`src/rtl/melody_pkg.sv`:
```
package melody_pkg;

  localparam int NOTE_W = 8;

  // Strobes from the beat control to the note datapath
  typedef struct packed {
    logic beatTick;  // one-cycle beat enable
    logic stepAdv;   // advance the melody step on this cycle
  } beat_strobe_t;

  // Stored melody: n -> bit (n-1) set, 0 -> rest
  function automatic logic [NOTE_W-1:0] melodyNote(input int idx);
    logic [NOTE_W-1:0] n;
    case (idx % 32)
      0, 3, 4, 7, 21, 24, 26: n = 8'h01;
      1, 5:                   n = 8'h02;
      2, 6, 8, 12, 20:        n = 8'h04;
      9, 13, 19:              n = 8'h08;
      10, 14, 16, 18, 25:     n = 8'h10;
      17, 30:                 n = 8'h20;
      29:                     n = 8'h40;
      28:                     n = 8'h80;
      default:                n = 8'h00;
    endcase
    return n;
  endfunction

endpackage

```
`src/rtl/beat_ctrl.sv`:
```
module beat_ctrl
  import melody_pkg::*;
#(
  parameter int TICK_DIV = 8_000_000
) (
  input  logic         clk,
  input  logic         rst,
  input  logic         modeKey,
  output beat_strobe_t strobe
);
  localparam int DIV_W = (TICK_DIV > 2) ? $clog2(TICK_DIV) : 1;
  localparam logic [DIV_W-1:0] DIV_LAST = DIV_W'(TICK_DIV - 1);

  logic [DIV_W-1:0] divCnt;
  logic             atLast;

  assign atLast = (divCnt == DIV_LAST);

  always_ff @(posedge clk) begin
    if (rst)         divCnt <= '0;
    else if (atLast) divCnt <= '0;
    else             divCnt <= divCnt + 1'b1;
  end

  always_comb begin
    strobe.beatTick = atLast;
    strobe.stepAdv  = atLast & ~modeKey;
  end
endmodule

```
`src/rtl/note_path.sv`:
```
module note_path
  import melody_pkg::*;
#(
  parameter int STEPS  = 32,
  parameter int STEP_W = 5
) (
  input  logic              clk,
  input  logic              rst,
  input  beat_strobe_t      strobe,
  input  logic              modeKey,
  input  logic [NOTE_W-1:0] keyIn,
  output logic [NOTE_W-1:0] noteOut,
  output logic [STEP_W-1:0] stepIdx
);
  localparam logic [STEP_W-1:0] STEP_LAST = STEP_W'(STEPS - 1);

  logic [NOTE_W-1:0] romArr [STEPS];

  for (genvar i = 0; i < STEPS; i++) begin : g_rom
    assign romArr[i] = melodyNote(i);
  end

  always_ff @(posedge clk) begin
    if (rst)                 stepIdx <= '0;
    else if (strobe.stepAdv) stepIdx <= (stepIdx == STEP_LAST) ? '0 : stepIdx + 1'b1;
  end

  assign noteOut = modeKey ? keyIn : romArr[stepIdx];
endmodule

```
`src/rtl/melody_seq.sv`:
```
module melody_seq
  import melody_pkg::*;
#(
  parameter int TICK_DIV = 8_000_000,
  parameter int STEPS    = 32
) (
  input  logic        clk,
  input  logic        rst,
  input  logic        modeKey,
  input  logic [7:0]  keyIn,
  output logic [7:0]  noteOut
);
  localparam int STEP_W = $clog2(STEPS);

  beat_strobe_t      strobe;
  logic [STEP_W-1:0] stepIdx;
  logic              beatTick;
  logic              stepAdv;

  assign beatTick = strobe.beatTick;
  assign stepAdv  = strobe.stepAdv;

  beat_ctrl #(.TICK_DIV(TICK_DIV)) u_ctrl (
    .clk     (clk),
    .rst     (rst),
    .modeKey (modeKey),
    .strobe  (strobe)
  );

  note_path #(.STEPS(STEPS), .STEP_W(STEP_W)) u_path (
    .clk     (clk),
    .rst     (rst),
    .strobe  (strobe),
    .modeKey (modeKey),
    .keyIn   (keyIn),
    .noteOut (noteOut),
    .stepIdx (stepIdx)
  );
endmodule

```
`config.mk`:
```
export PLATFORM = sky130hd
export DESIGN_NAME = melody_seq
export DESIGN_NICKNAME = d
export VERILOG_FILES = /design/src/rtl/melody_pkg.sv /design/src/rtl/beat_ctrl.sv /design/src/rtl/note_path.sv /design/src/rtl/melody_seq.sv
export SDC_FILE = /design/constraint.sdc
export NUM_CORES = 1
export LEC_CHECK = 0
export BUFFER_PORTS_ARGS = -buffer_cell sky130_fd_sc_hd__buf_2
export CELL_PAD_IN_SITES_DETAIL_PLACEMENT = 1
export CELL_PAD_IN_SITES_GLOBAL_PLACEMENT = 1
export CORE_ASPECT_RATIO = 0.7
export CORE_MARGIN = 2
export CORE_UTILIZATION = 45
export DETAILED_ROUTE_END_ITERATION = 6
export MAX_ROUTING_LAYER = met4
export PLACE_DENSITY = 0.8
export SETUP_SLACK_MARGIN = 0.1
export SLEW_MARGIN = 25
export SYNTH_ARGS = -nofsm -noshare
export SYNTH_HDL_FRONTEND = slang
export SYNTH_SLANG_ARGS = --single-unit
```
`constraint.sdc`:
```
create_clock -name clk -period 5.55 [get_ports clk]
set_input_delay 1.665 -clock clk [delete_from_list [all_inputs] [get_ports clk]]
set_output_delay 1.665 -clock clk [all_outputs]
set_load 0.01 [all_outputs]
```
==> impl_metrics.sql, run 1 <==
INSERT INTO impl_metrics (metric_group, metric, value, unit) VALUES
('synth', 'number_of_synthesized_register_bits', '28', ''),
('floorplan', 'core.rowCount', '18', ''),
('final_layout', 'total_of_fill_cells_in_the_finished_design', '456', ''),
('cts', 'cts_hold_buffers', '0', ''),
('detailed_routing', 'drt_iter0_drc', '87', ''),
('sta', 'fin_crit', '3980', 'ps'),
('place', 'place.gp.congestion', '0.837', ''),
('min_path', 'hold_path.class', 'reg -> reg', ''),
('critical_path', 'r2r_setup_slack', '3280', 'ps'),
('synth', 'cell_area_after_synthesis', '0.00160', 'mm²'),
('sta', 'timing.final.hold_violations', '0', ''),
('detailed_routing', 'dr.max_layer_used', 'met4', ''),
('detailed_routing', 'via_count', '1530', ''),
('final_layout', 'final-seq-area', '561', 'µm²'),
('final_layout', 'layout.core_utilization', '51.1', '%'),
('sta', 'slew_headroom', '49.9', '%'),
('run_status', 'status', 'finished, final reports clean', ''),
('detailed_routing', 'wirelength', '4110', 'µm'),
('power_and_ir_drop', 'maximum_ir_drop_on_the_vdd_rail', '0.128', 'mV'),
('place', 'quantity_of_i_o_buffers_inserted_on_ports', '18', ''),
('sta', 'final_setup_violating_endpoints', '0', ''),
('floorplan', 'core_area', '0.00347', 'mm²'),
('place', 'placedInstanceArea', '0.00170', 'mm²'),
('global_routing', 'grt_pass1_vias', '1365', ''),
('synth', 'netlist_top_cells_area', 'sky130_fd_sc_hd__dfxtp_1 (35%), sky130_fd_sc_hd__or4_1 (5.6%), sky130_fd_sc_hd__ha_1 (5.5%), sky130_fd_sc_hd__a21oi_1 (5.3%), sky130_fd_sc_hd__o21ai_0 (5.0%)', ''),
('cts', 'htree_num_levels', '1', ''),
('sta', 'setup_repair_after_global_routing_missed_its_margin', 'no', ''),
('global_routing', 'grt_pass1_wl', '6600', 'µm'),
('cts', 'cts.sinks', '28', ''),
('sta', 'clock_skew', '4.91', 'ps'),
('final_layout', 'multi_input_comb_area', '957', 'µm²'),
('sta', 'period_share', '71.7', '%'),
('critical_path', 'startpoint_type', 'input port', ''),
('floorplan', 'start_util', '46.1', '%'),
('final_layout', 'finalNetCount', '232', ''),
('critical_path', 'timing.rr.start', 'u_ctrl.divCnt[15]$_SDFF_PP0_', ''),
('detailed_routing', 'wl_met3', '160', 'µm'),
('synth', 'synth.yosys.warnings', '0', ''),
('detailed_routing', 'vias_per_cell', '5.82', ''),
('detailed_routing', 'route.layer.met1.wl', '2070', 'µm'),
('global_routing', 'antenna_found_initial', '0', ''),
('critical_path', 'worstPathArrival', '2310', 'ps'),
('global_routing', 'globalRoute.totalOverflow', '0', ''),
('power_and_ir_drop', 'power.switching_fraction', '20.6', '%'),
('cts', 'cts-root-buf', 'sky130_fd_sc_hd__clkbuf_8', ''),
('final_layout', 'synthToLayoutAreaGrowth', '10.9', '%'),
('cts', 'post_cts.resized_instances', '0', ''),
('critical_path', 'timing.critical_path.slowest_cell_delay', '240', 'ps'),
('sta', 'drv_slew', '0', ''),
('cts', 'tritoncts.num_buffers', '3', ''),
('synth', 'yosys.area.top_type', 'sky130_fd_sc_hd__dfxtp_1', ''),
('sta', 'fmaxAchievable', '251', 'MHz'),
('global_routing', 'grt_usage', '22.3', '%'),
('cts', 'clk_path_buf_depth', '2', ''),
('power_and_ir_drop', 'power.share.combinational', '5.3', '%'),
('critical_path', 'worst_endpoint_required_time', '3880', 'ps'),
('power_and_ir_drop', 'sequentialPowerShare', '52.7', '%'),
('synth', 'synth_area_per_cell', '7.87', 'µm²'),
('final_layout', 'post_route_cells_drive_above_1_share', '11.7', '%'),
('floorplan', 'num_io_pins', '19', ''),
('floorplan', 'die_span_y', '53.9', 'µm'),
('global_routing', 'grt_max_degree', '24', ''),
('detailed_routing', 'drcViolationCount', '0', ''),
('synth', 'synth_top_area_share', '35.1', '%'),
('critical_path', 'depth_of_the_most_critical_reg_to_reg_path', '4', ''),
('place', 'hpwl', '3000', 'µm'),
('detailed_routing', 'detail-route-antenna-nets', '0', ''),
('critical_path', 'worst_r2r_endpoint', 'u_path.stepIdx[2]$_SDFFE_PP0P_', ''),
('critical_path', 'critical_path.max_fanout', '19', ''),
('sta', 'worst-slew-pin-transition', '751', 'ps'),
('cts', 'clk_pin_slew', '90', 'ps');
[stage by stage]
stage / hold WS [ps] / power (µW) / std cells
finish: 448 / 387 / 263
global route: 505 / 402 / 263
CTS: 448 / 392 / 263
detailed placement: 433 / 229 / 259
global placement: 423 / 228 / 259
floorplan: 413 / 221 / 203
[worst min path at each step]
stage	depth (start not counted)	endpoint	from	slack (ps)
detailed placement	1	u_ctrl.divCnt[0]$_SDFF_PP0_	u_ctrl.divCnt[0]$_SDFF_PP0_	430
finish	1	u_ctrl.divCnt[0]$_SDFF_PP0_	u_ctrl.divCnt[0]$_SDFF_PP0_	450
floorplan	1	u_ctrl.divCnt[0]$_SDFF_PP0_	u_ctrl.divCnt[0]$_SDFF_PP0_	410
global placement	1	u_ctrl.divCnt[0]$_SDFF_PP0_	u_ctrl.divCnt[0]$_SDFF_PP0_	420
global route	1	u_ctrl.divCnt[0]$_SDFF_PP0_	u_ctrl.divCnt[0]$_SDFF_PP0_	500
CTS	1	u_ctrl.divCnt[0]$_SDFF_PP0_	u_ctrl.divCnt[0]$_SDFF_PP0_	450
[layout make-up]
cell class,count,area share [%]
repair buffers,18,5.08
clock inverters,1,1.69
inverters,8,1.69
multi-input cells,155,54.0
flip-flops and latches,28,31.6
clock buffers,3,2.33
well taps,50,3.53
[cells by family after synthesis]
kind of cell,share of synthesized area (%)
AND/OR/NAND/NOR,31.5
adder cells (fa/ha/maj),5.48
buffers and inverters,5.01
multiplexers,0.626
XOR/XNOR,6.03
AO/OA/AOI/OAI,16.3
flip-flops,35.1
[worst max-delay path, delay by kind of cell]
kind	cells	cell delay [ps]
buffers and inverters	2	340
AOI/OAI and AO/OA	2	300
[state kept, by name (all words and copies together), names as in the netlist]
register	cells
u_path.stepIdx	5
u_ctrl.divCnt	23
[layer usage]
metal	global-route usage, %	vias to the layer above
met5	-	-
li1	-	761
met1	31.0	734
met3	4.87	2
met2	33.0	33
met4	5.26	0
[power groups by stage]
stage,logic (µW),clock network [µW],registers (µW)
floorplan,12.2,0,208
global placement,19.4,0,209
detailed placement,20.7,0,209
CTS,20.9,167,204
global route,23.5,174,205
finish,20.5,163,204
[synthesized netlist by cell type (all sizes together)]
| cell type | count |
|---|---|
| a211oi | 1 |
| a21o | 1 |
| a21oi | 17 |
| a31oi | 2 |
| a41oi | 1 |
| and2 | 2 |
| and3 | 3 |
| and4 | 1 |
| buf | 4 |
| clkbuf | 8 |
| dfxtp | 28 |
| ha | 7 |
| inv | 8 |
| mux2i | 1 |
| nand2 | 15 |
| nand2b | 3 |
| nand3 | 8 |
| nand3b | 1 |
| nand4 | 11 |
| nand4b | 2 |
| nand4bb | 2 |
| nor2 | 18 |
| nor3 | 4 |
| nor4 | 2 |
| o21ai | 16 |
| o22ai | 1 |
| o31ai | 7 |
| or2 | 1 |
| or3 | 4 |
| or4 | 13 |
| xnor2 | 4 |
| xor2 | 7 |
[cells in the final DEF (no fill, tap or decap)]
cell	count
sky130_fd_sc_hd__clkbuf_8	3
sky130_fd_sc_hd__or4_1	12
sky130_fd_sc_hd__nand3b_1	1
sky130_fd_sc_hd__ha_1	7
sky130_fd_sc_hd__buf_2	18
sky130_fd_sc_hd__mux2i_1	1
sky130_fd_sc_hd__a41oi_1	1
sky130_fd_sc_hd__and3_1	3
sky130_fd_sc_hd__or4_2	1
sky130_fd_sc_hd__nor4_1	2
sky130_fd_sc_hd__or3_1	4
sky130_fd_sc_hd__or2_2	1
sky130_fd_sc_hd__a31oi_1	2
sky130_fd_sc_hd__nand2_1	15
sky130_fd_sc_hd__nand2b_1	3
sky130_fd_sc_hd__a21oi_1	17
sky130_fd_sc_hd__and4_2	1
sky130_fd_sc_hd__xor2_1	7
sky130_fd_sc_hd__nand3_1	8
sky130_fd_sc_hd__nor3_1	4
sky130_fd_sc_hd__a21o_1	1
sky130_fd_sc_hd__and2_1	2
sky130_fd_sc_hd__bufinv_16	1
sky130_fd_sc_hd__nor2_1	18
sky130_fd_sc_hd__inv_1	8
sky130_fd_sc_hd__xnor2_1	4
sky130_fd_sc_hd__nand4bb_1	2
sky130_fd_sc_hd__o22ai_1	1
sky130_fd_sc_hd__nand4_1	11
sky130_fd_sc_hd__o31ai_1	7
sky130_fd_sc_hd__o21ai_0	16
sky130_fd_sc_hd__nand4b_1	2
sky130_fd_sc_hd__dfxtp_1	28
sky130_fd_sc_hd__a211oi_1	1
Power figures use the tool's default switching activity.
==> run 2, diff against run 1 <==
--- a/config.mk
+++ b/config.mk
@@ -10,10 +10,10 @@
 export CELL_PAD_IN_SITES_GLOBAL_PLACEMENT = 1
 export CORE_ASPECT_RATIO = 0.7
 export CORE_MARGIN = 2
-export CORE_UTILIZATION = 45
+export CORE_UTILIZATION = 42
 export DETAILED_ROUTE_END_ITERATION = 6
 export MAX_ROUTING_LAYER = met4
-export PLACE_DENSITY = 0.8
+export PLACE_DENSITY = 0.75
 export SETUP_SLACK_MARGIN = 0.1
 export SLEW_MARGIN = 25
 export SYNTH_ARGS = -nofsm -noshare
==> constraint.sdc (replaced) <==
create_clock -name clk -period 3.9 [get_ports clk]
set_input_delay 1.17 -clock clk [delete_from_list [all_inputs] [get_ports clk]]
set_output_delay 1.17 -clock clk [all_outputs]
set_load 0.01 [all_outputs]
==> run 2 against run 1 <==
Against the previous run:
- sequential share of layout area increased by 0.55 points
- clock skew decreased by 2.2 ps
- register-to-register slack got worse by 1700 ps
- cell count decreased by 0.38%
- critical path depth increased by 3
- core utilization decreased by 2.4 points
- largest cell class unchanged
==> impl_metrics.sql, run 2 (synthesis results as in run 1) <==
INSERT INTO impl_metrics (metric_group, metric, value, unit) VALUES
('sta', 'drv_slew', '0', ''),
('sta', 'timing.final.hold_violations', '0', ''),
('final_layout', 'largest_register_ffs', '23', ''),
('power_and_ir_drop', 'total_power', '472', 'µW'),
('critical_path', 'crit_path_start', 'u_path.stepIdx[0]$_SDFFE_PP0P_', ''),
('final_layout', 'multi_input_comb_area', '957', 'µm²'),
('place', 'place.gp.congestion', '0.782', ''),
('cts', 'cts_hold_buffers', '0', ''),
('critical_path', 'critical_path.slowest_cell', 'sky130_fd_sc_hd__dfxtp_1', ''),
('min_path', 'hold_path_depth', '1', ''),
('final_layout', 'total_of_fill_cells_in_the_finished_design', '435', ''),
('detailed_routing', 'detail-route-antenna-nets', '0', ''),
('floorplan', 'die_area', '0.00432', 'mm²'),
('cts', 'post_cts.resized_instances', '0', ''),
('floorplan', 'die_width', '77.7', 'µm'),
('run_status', 'status', 'finished, final reports clean', ''),
('final_layout', 'finalNetCount', '232', ''),
('sta', 'worst-slew-pin-transition', '760', 'ps'),
('final_layout', 'final-seq-area', '561', 'µm²'),
('cts', 'insertion_delay', '270', 'ps'),
('global_routing', 'globalRoute.totalOverflow', '0', ''),
('critical_path', 'timing.critical_path.slowest_cell_delay', '470', 'ps'),
('sta', 'final_setup_violating_endpoints', '0', ''),
('power_and_ir_drop', 'leakage_power', '0.000589', 'µW'),
('sta', 'fin_crit', '3080', 'ps'),
('sta', 'timing.final.ws_setup', '820', 'ps'),
('critical_path', 'r2r_setup_slack', '1620', 'ps'),
('min_path', 'holdPathEnd', 'u_ctrl.divCnt[0]$_SDFF_PP0_', ''),
('final_layout', 'biggestRegsByFlops', 'u_ctrl.divCnt x23, u_path.stepIdx x5', ''),
('min_path', 'holdCritStartpoint', 'u_ctrl.divCnt[0]$_SDFF_PP0_', ''),
('critical_path', 'worst_r2r_endpoint', 'u_path.stepIdx[0]$_SDFFE_PP0P_', ''),
('power_and_ir_drop', 'p_per_area', '271', 'mW/mm²'),
('global_routing', 'grt_usage', '21.2', '%'),
('cts', 'cts-root-buf', 'sky130_fd_sc_hd__clkbuf_8', ''),
('detailed_routing', 'wirelength', '4230', 'µm'),
('detailed_routing', 'route.detailed.wl_per_inst', '16.2', 'µm'),
('detailed_routing', 'drcViolationCount', '0', ''),
('critical_path', 'crit_path_cell_trace', 'inv_1 -> ha_1 -> nor2_1 -> o22ai_1 -> a211oi_1 -> a21oi_1 -> buf_2', ''),
('global_routing', 'grt_pass1_wl', '7270', 'µm'),
('global_routing', 'grt_max_degree', '24', ''),
('final_layout', 'post_route_cells_drive_above_1_share', '11.3', '%'),
('critical_path', 'worst_endpoint_required_time', '2730', 'ps'),
('cts', 'post-cts-setup-buffers', '0', ''),
('place', 'quantity_of_i_o_buffers_inserted_on_ports', '18', ''),
('detailed_routing', 'via_count', '1546', ''),
('min_path', 'hold_path.class', 'reg -> reg', ''),
('floorplan', 'num_io_pins', '19', ''),
('floorplan', 'die_span_y', '55.6', 'µm'),
('critical_path', 'endpoint_kind', 'primary output', ''),
('final_layout', 'insertedDiodeCount', '0', ''),
('final_layout', 'largest-register', 'u_ctrl.divCnt', ''),
('sta', 'fmaxAchievable', '325', 'MHz'),
('critical_path', 'timing.rr.start', 'u_ctrl.divCnt[15]$_SDFF_PP0_', ''),
('floorplan', 'core_area', '0.00358', 'mm²'),
('place', 'dpl_worst_slack', '822', 'ps'),
('critical_path', 'worstSetupPathType', 'reg -> out', ''),
('sta', 'period_share', '79.0', '%'),
('final_layout', 'layout_commonest_cell', 'sky130_fd_sc_hd__dfxtp_1', ''),
('final_layout', 'layout.core_utilization', '48.6', '%'),
('critical_path', 'worstPathArrival', '1910', 'ps'),
('cts', 'clk_path_buf_depth', '2', ''),
('cts', 'clk_pin_slew', '90', 'ps'),
('detailed_routing', 'vias_per_cell', '5.90', ''),
('floorplan', 'start_util', '44.6', '%'),
('final_layout', 'synthToLayoutAreaGrowth', '9.01', '%'),
('floorplan', 'core.rowCount', '18', ''),
('critical_path', 'critical_path.max_fanout', '7', ''),
('critical_path', 'startpoint_type', 'flop', ''),
('sta', 'setup_repair_after_global_routing_missed_its_margin', 'no', ''),
('cts', 'tritoncts.num_buffers', '3', ''),
('sta', 'totalNegativeSetupSlack', '0', 'ps'),
('global_routing', 'grt_pass1_vias', '1534', ''),
('flow_run', 'max_cap_viol_count', '0', ''),
('cts', 'cts_tree', 'yes', ''),
('sta', 'slew_headroom', '49.3', '%'),
('power_and_ir_drop', 'maximum_ir_drop_on_the_vdd_rail', '0.119', 'mV'),
('critical_path', 'depth_of_the_most_critical_reg_to_reg_path', '4', ''),
('cts', 'htree_num_levels', '1', ''),
('final_layout', 'mostFrequentLayoutCells', 'sky130_fd_sc_hd__dfxtp_1 (28), sky130_fd_sc_hd__nor2_1 (18), sky130_fd_sc_hd__buf_2 (18), sky130_fd_sc_hd__a21oi_1 (17), sky130_fd_sc_hd__o21ai_0 (16)', ''),
('place', 'hpwl', '3170', 'µm'),
('detailed_routing', 'drt_first_pass_iters', '4', ''),
('sta', 'clock_skew', '2.69', 'ps'),
('detailed_routing', 'drt_iter0_drc', '129', ''),
('global_routing', 'antenna_found_initial', '0', ''),
('cts', 'cts.sinks', '28', '');
-- run 2: cell count changes in the layout (fill, tap and decap cells not counted), sizes merged --
cell,change
bufinv,-1
-- run 2: layer usage --
metal / global-route usage (%) / up-vias / part of all wire [%]
li1: - / 762 / -
met1: 28.4 / 752 / 50
met3: 4.71 / 2 / 4.6
met5: - / - / 0
met2: 33.4 / 30 / 45
met4: 3.83 / 0 / 0.24
-- run 2: through the flow --
step / cell area [µm²] / std cells / hold slack [ps]
6_report: 1740 / 262 / 456
5_1_grt: 1740 / 262 / 502
4_1_cts: 1740 / 262 / 467
3_5_place_dp: 1700 / 259 / 448
3_3_place_gp: 1700 / 259 / 423
2_1_floorplan: 1600 / 203 / 413
-- run 2: final cells by class --
type / count / share of cell area (%)
Multi-Input combinational cell: 155 / 55.0
Sequential cell: 28 / 32.2
Timing Repair Buffer: 18 / 5.17
Tap cell: 50 / 3.59
Clock buffer: 3 / 2.37
Inverter: 8 / 1.72
-- run 2: how the worst max path moves through the flow --
| stage | end | slack, ps | cells past startpoint |
|---|---|---|---|
| 3_3_place_gp | noteOut[0] | 970 | 4 |
| 6_report | noteOut[0] | 820 | 7 |
| 4_1_cts | noteOut[0] | 770 | 7 |
| 5_1_grt | noteOut[0] | 620 | 7 |
| 2_1_floorplan | noteOut[5] | 930 | 3 |
| 3_5_place_dp | noteOut[0] | 820 | 4 |
-- run 2: power breakdown --
part	switching, µW	total [µW]	internal (µW)
registers	2.11	290	288
clock network	82.9	152	69.2
logic	17.4	29.0	11.7
-- run 2: critical path: cells and delay by family (launching register included) --
family	cells	cell delay (ps)
and+or+nand+nor	1	180
DFF	1	470
adders and majority gates	1	260
AOI/OAI and AO/OA	3	490
buffers and inverters	2	250
==> run 3, diff against run 2 <==
==> constraint.sdc (replaced) <==
create_clock -name clk -period 3.16 [get_ports clk]
set_input_delay 0.948 -clock clk [delete_from_list [all_inputs] [get_ports clk]]
set_output_delay 0.948 -clock clk [all_outputs]
set_load 0.01 [all_outputs]
==> run 3 against run 2 <==
Against the previous run:
- cell count increased by 0.38%
- combinational power up 24%
- final area is 0.79% higher
- clock power up 48%
- sequential power is 23% higher
- clock-buffer cell count grew 1
- critical endpoint unchanged
- worst hold slack better by 1.5 ps
- die area unchanged
==> impl_metrics.sql, run 3 (synthesis results as in run 1) <==
INSERT INTO impl_metrics (metric_group, metric, value, unit) VALUES
('cts', 'clk_pin_slew', '100', 'ps'),
('detailed_routing', 'route.detailed.wl_per_inst', '16.0', 'µm'),
('global_routing', 'antenna_found_initial', '0', ''),
('critical_path', 'startpoint_type', 'flop', ''),
('cts', 'cts_hold_buffers', '0', ''),
('global_routing', 'grt_pass1_vias', '1487', ''),
('floorplan', 'die_span_y', '55.6', 'µm'),
('cts', 'tritoncts.num_buffers', '3', ''),
('detailed_routing', 'via_count', '1523', ''),
('sta', 'clock_skew', '3.32', 'ps'),
('sta', 'slew_headroom', '49.0', '%'),
('final_layout', 'finalNetCount', '232', ''),
('place', 'placedInstanceArea', '0.00170', 'mm²'),
('final_layout', 'total_of_fill_cells_in_the_finished_design', '456', ''),
('flow_run', 'max_cap_viol_count', '0', ''),
('global_routing', 'busiest_layer', 'met1', ''),
('final_layout', 'post_route_cells_drive_above_1_share', '11.7', '%'),
('global_routing', 'grt_usage', '21.3', '%'),
('sta', 'worst-slew-pin-transition', '766', 'ps'),
('critical_path', 'critical_path.max_fanout', '7', ''),
('cts', 'insertion_delay', '280', 'ps'),
('detailed_routing', 'drcViolationCount', '0', ''),
('final_layout', 'count_of_non_filler_cells_in_the_finished_layout', '263', ''),
('global_routing', 'globalRoute.totalOverflow', '0', ''),
('floorplan', 'core.rowCount', '18', ''),
('run_status', 'status', 'finished, final reports clean', ''),
('place', 'dpl_worst_slack', '607', 'ps'),
('floorplan', 'num_io_pins', '19', ''),
('cts', 'post-cts-setup-buffers', '0', ''),
('detailed_routing', 'drt_iter0_drc', '59', ''),
('sta', 'drv_slew', '0', ''),
('power_and_ir_drop', 'p_per_area', '353', 'mW/mm²'),
('sta', 'fmaxAchievable', '354', 'MHz'),
('final_layout', 'largest_register_ffs', '23', ''),
('final_layout', 'biggestRegsByFlops', 'u_ctrl.divCnt x23, u_path.stepIdx x5', ''),
('final_layout', 'largest-register', 'u_ctrl.divCnt', ''),
('global_routing', 'grt.met2_usage', '29.7', '%'),
('cts', 'post_cts.resized_instances', '0', ''),
('floorplan', 'core_area', '0.00358', 'mm²'),
('final_layout', 'insertedDiodeCount', '0', ''),
('critical_path', 'worstSetupPathType', 'reg -> out', ''),
('final_layout', 'post-route-cell-area', '0.00176', 'mm²'),
('global_routing', 'grt_pass1_wl', '7260', 'µm'),
('detailed_routing', 'detail-route-antenna-nets', '0', ''),
('floorplan', 'die_width', '77.7', 'µm'),
('cts', 'clk_path_buf_depth', '2', ''),
('place', 'placedCellCount', '259', ''),
('cts', 'htree_num_levels', '1', ''),
('sta', 'timing.final.hold_violations', '0', ''),
('critical_path', 'worst_endpoint_required_time', '2210', 'ps'),
('detailed_routing', 'drt_first_pass_iters', '4', ''),
('sta', 'fin_crit', '2820', 'ps'),
('critical_path', 'worstPathArrival', '1870', 'ps'),
('detailed_routing', 'wirelength', '4210', 'µm'),
('critical_path', 'endpoint_kind', 'primary output', ''),
('detailed_routing', 'vias_per_cell', '5.79', ''),
('place', 'hpwl', '3030', 'µm'),
('floorplan', 'die_area', '0.00432', 'mm²'),
('sta', 'final_setup_violating_endpoints', '0', ''),
('min_path', 'hold_path.class', 'reg -> reg', ''),
('sta', 'timing.final.ws_setup', '339', 'ps'),
('global_routing', 'use_met3', '5.03', '%'),
('final_layout', 'synthToLayoutAreaGrowth', '9.87', '%'),
('cts', 'cts-root-buf', 'sky130_fd_sc_hd__clkbuf_8', ''),
('sta', 'setup_repair_after_global_routing_missed_its_margin', 'no', ''),
('floorplan', 'start_util', '44.6', '%'),
('power_and_ir_drop', 'leakage_power', '0.000596', 'µW'),
('global_routing', 'grtUsageMet1', '31.5', '%'),
('place', 'quantity_of_i_o_buffers_inserted_on_ports', '18', ''),
('final_layout', 'layout_commonest_cell', 'sky130_fd_sc_hd__dfxtp_1', ''),
('sta', 'totalNegativeSetupSlack', '0', 'ps'),
('power_and_ir_drop', 'maximum_ir_drop_on_the_vdd_rail', '0.162', 'mV'),
('final_layout', 'mostFrequentLayoutCells', 'sky130_fd_sc_hd__dfxtp_1 (28), sky130_fd_sc_hd__nor2_1 (18), sky130_fd_sc_hd__buf_2 (18), sky130_fd_sc_hd__a21oi_1 (17), sky130_fd_sc_hd__o21ai_0 (16)', ''),
('place', 'place.gp.congestion', '0.790', ''),
('cts', 'cts.sinks', '28', ''),
('cts', 'cts_tree', 'yes', ''),
('global_routing', 'grt_max_degree', '24', ''),
('sta', 'period_share', '89.3', '%');
==> run 3: cell count changes in the layout (fill, tap and decap cells not counted), sizes merged <==
cell	delta
clkbuf	+1
==> run 3: final cells by class <==
type                    instances  area (µm²)  area share, %
clock buffers                   4        55.1           3.14
inverters                       8        30.0           1.71
multi-input cells             155         957           54.5
flip-flops and latches         28         561           31.9
well taps                      50        62.6           3.56
repair buffers                 18        90.1           5.13
==> run 3: critical path: stages, from the launching register on <==
cell                       delay (ps)
sky130_fd_sc_hd__dfxtp_1          480
sky130_fd_sc_hd__inv_1            100
sky130_fd_sc_hd__ha_1             250
sky130_fd_sc_hd__nor2_1           180
sky130_fd_sc_hd__o22ai_1          100
sky130_fd_sc_hd__a211oi_1         260
sky130_fd_sc_hd__a21oi_1           70
sky130_fd_sc_hd__buf_2            150
==> run 3: power breakdown <==
group,internal [µW],leakage [µW],switching (µW)
Sequential,356,0.000226,2.52
Combinational,14.4,0.000341,21.7
Clock,112,0.0000288,113
==> run 3: final timing paths <==
check                                      to  cells after the start  slack [ps]                      startpoint
setup / recovery                   noteOut[0]                      7         340  u_path.stepIdx[0]$_SDFFE_PP0P_
hold / removal    u_ctrl.divCnt[0]$_SDFF_PP0_                      1         460     u_ctrl.divCnt[0]$_SDFF_PP0_
setup reg to reg  u_ctrl.divCnt[7]$_SDFF_PP0_                      4         890    u_ctrl.divCnt[15]$_SDFF_PP0_
hold reg to reg   u_ctrl.divCnt[0]$_SDFF_PP0_                      1         460     u_ctrl.divCnt[0]$_SDFF_PP0_
==> run 3: stage by stage <==
stage	power (µW)	hold WS (ps)	util, %
after CTS	625	461	49.0
after floorplan	387	413	-
final	619	458	49.0
after global routing	646	511	49.0
after detailed placement	403	445	47.5
after global placement	401	423	47.5
==> run 3: metal layers <==
metal | vias up | wire [µm]
li1 | 763 | -
met1 | 725 | 2240
met2 | 33 | 1760
met3 | 2 | 191
met4 | 0 | 19
met5 | - | 0
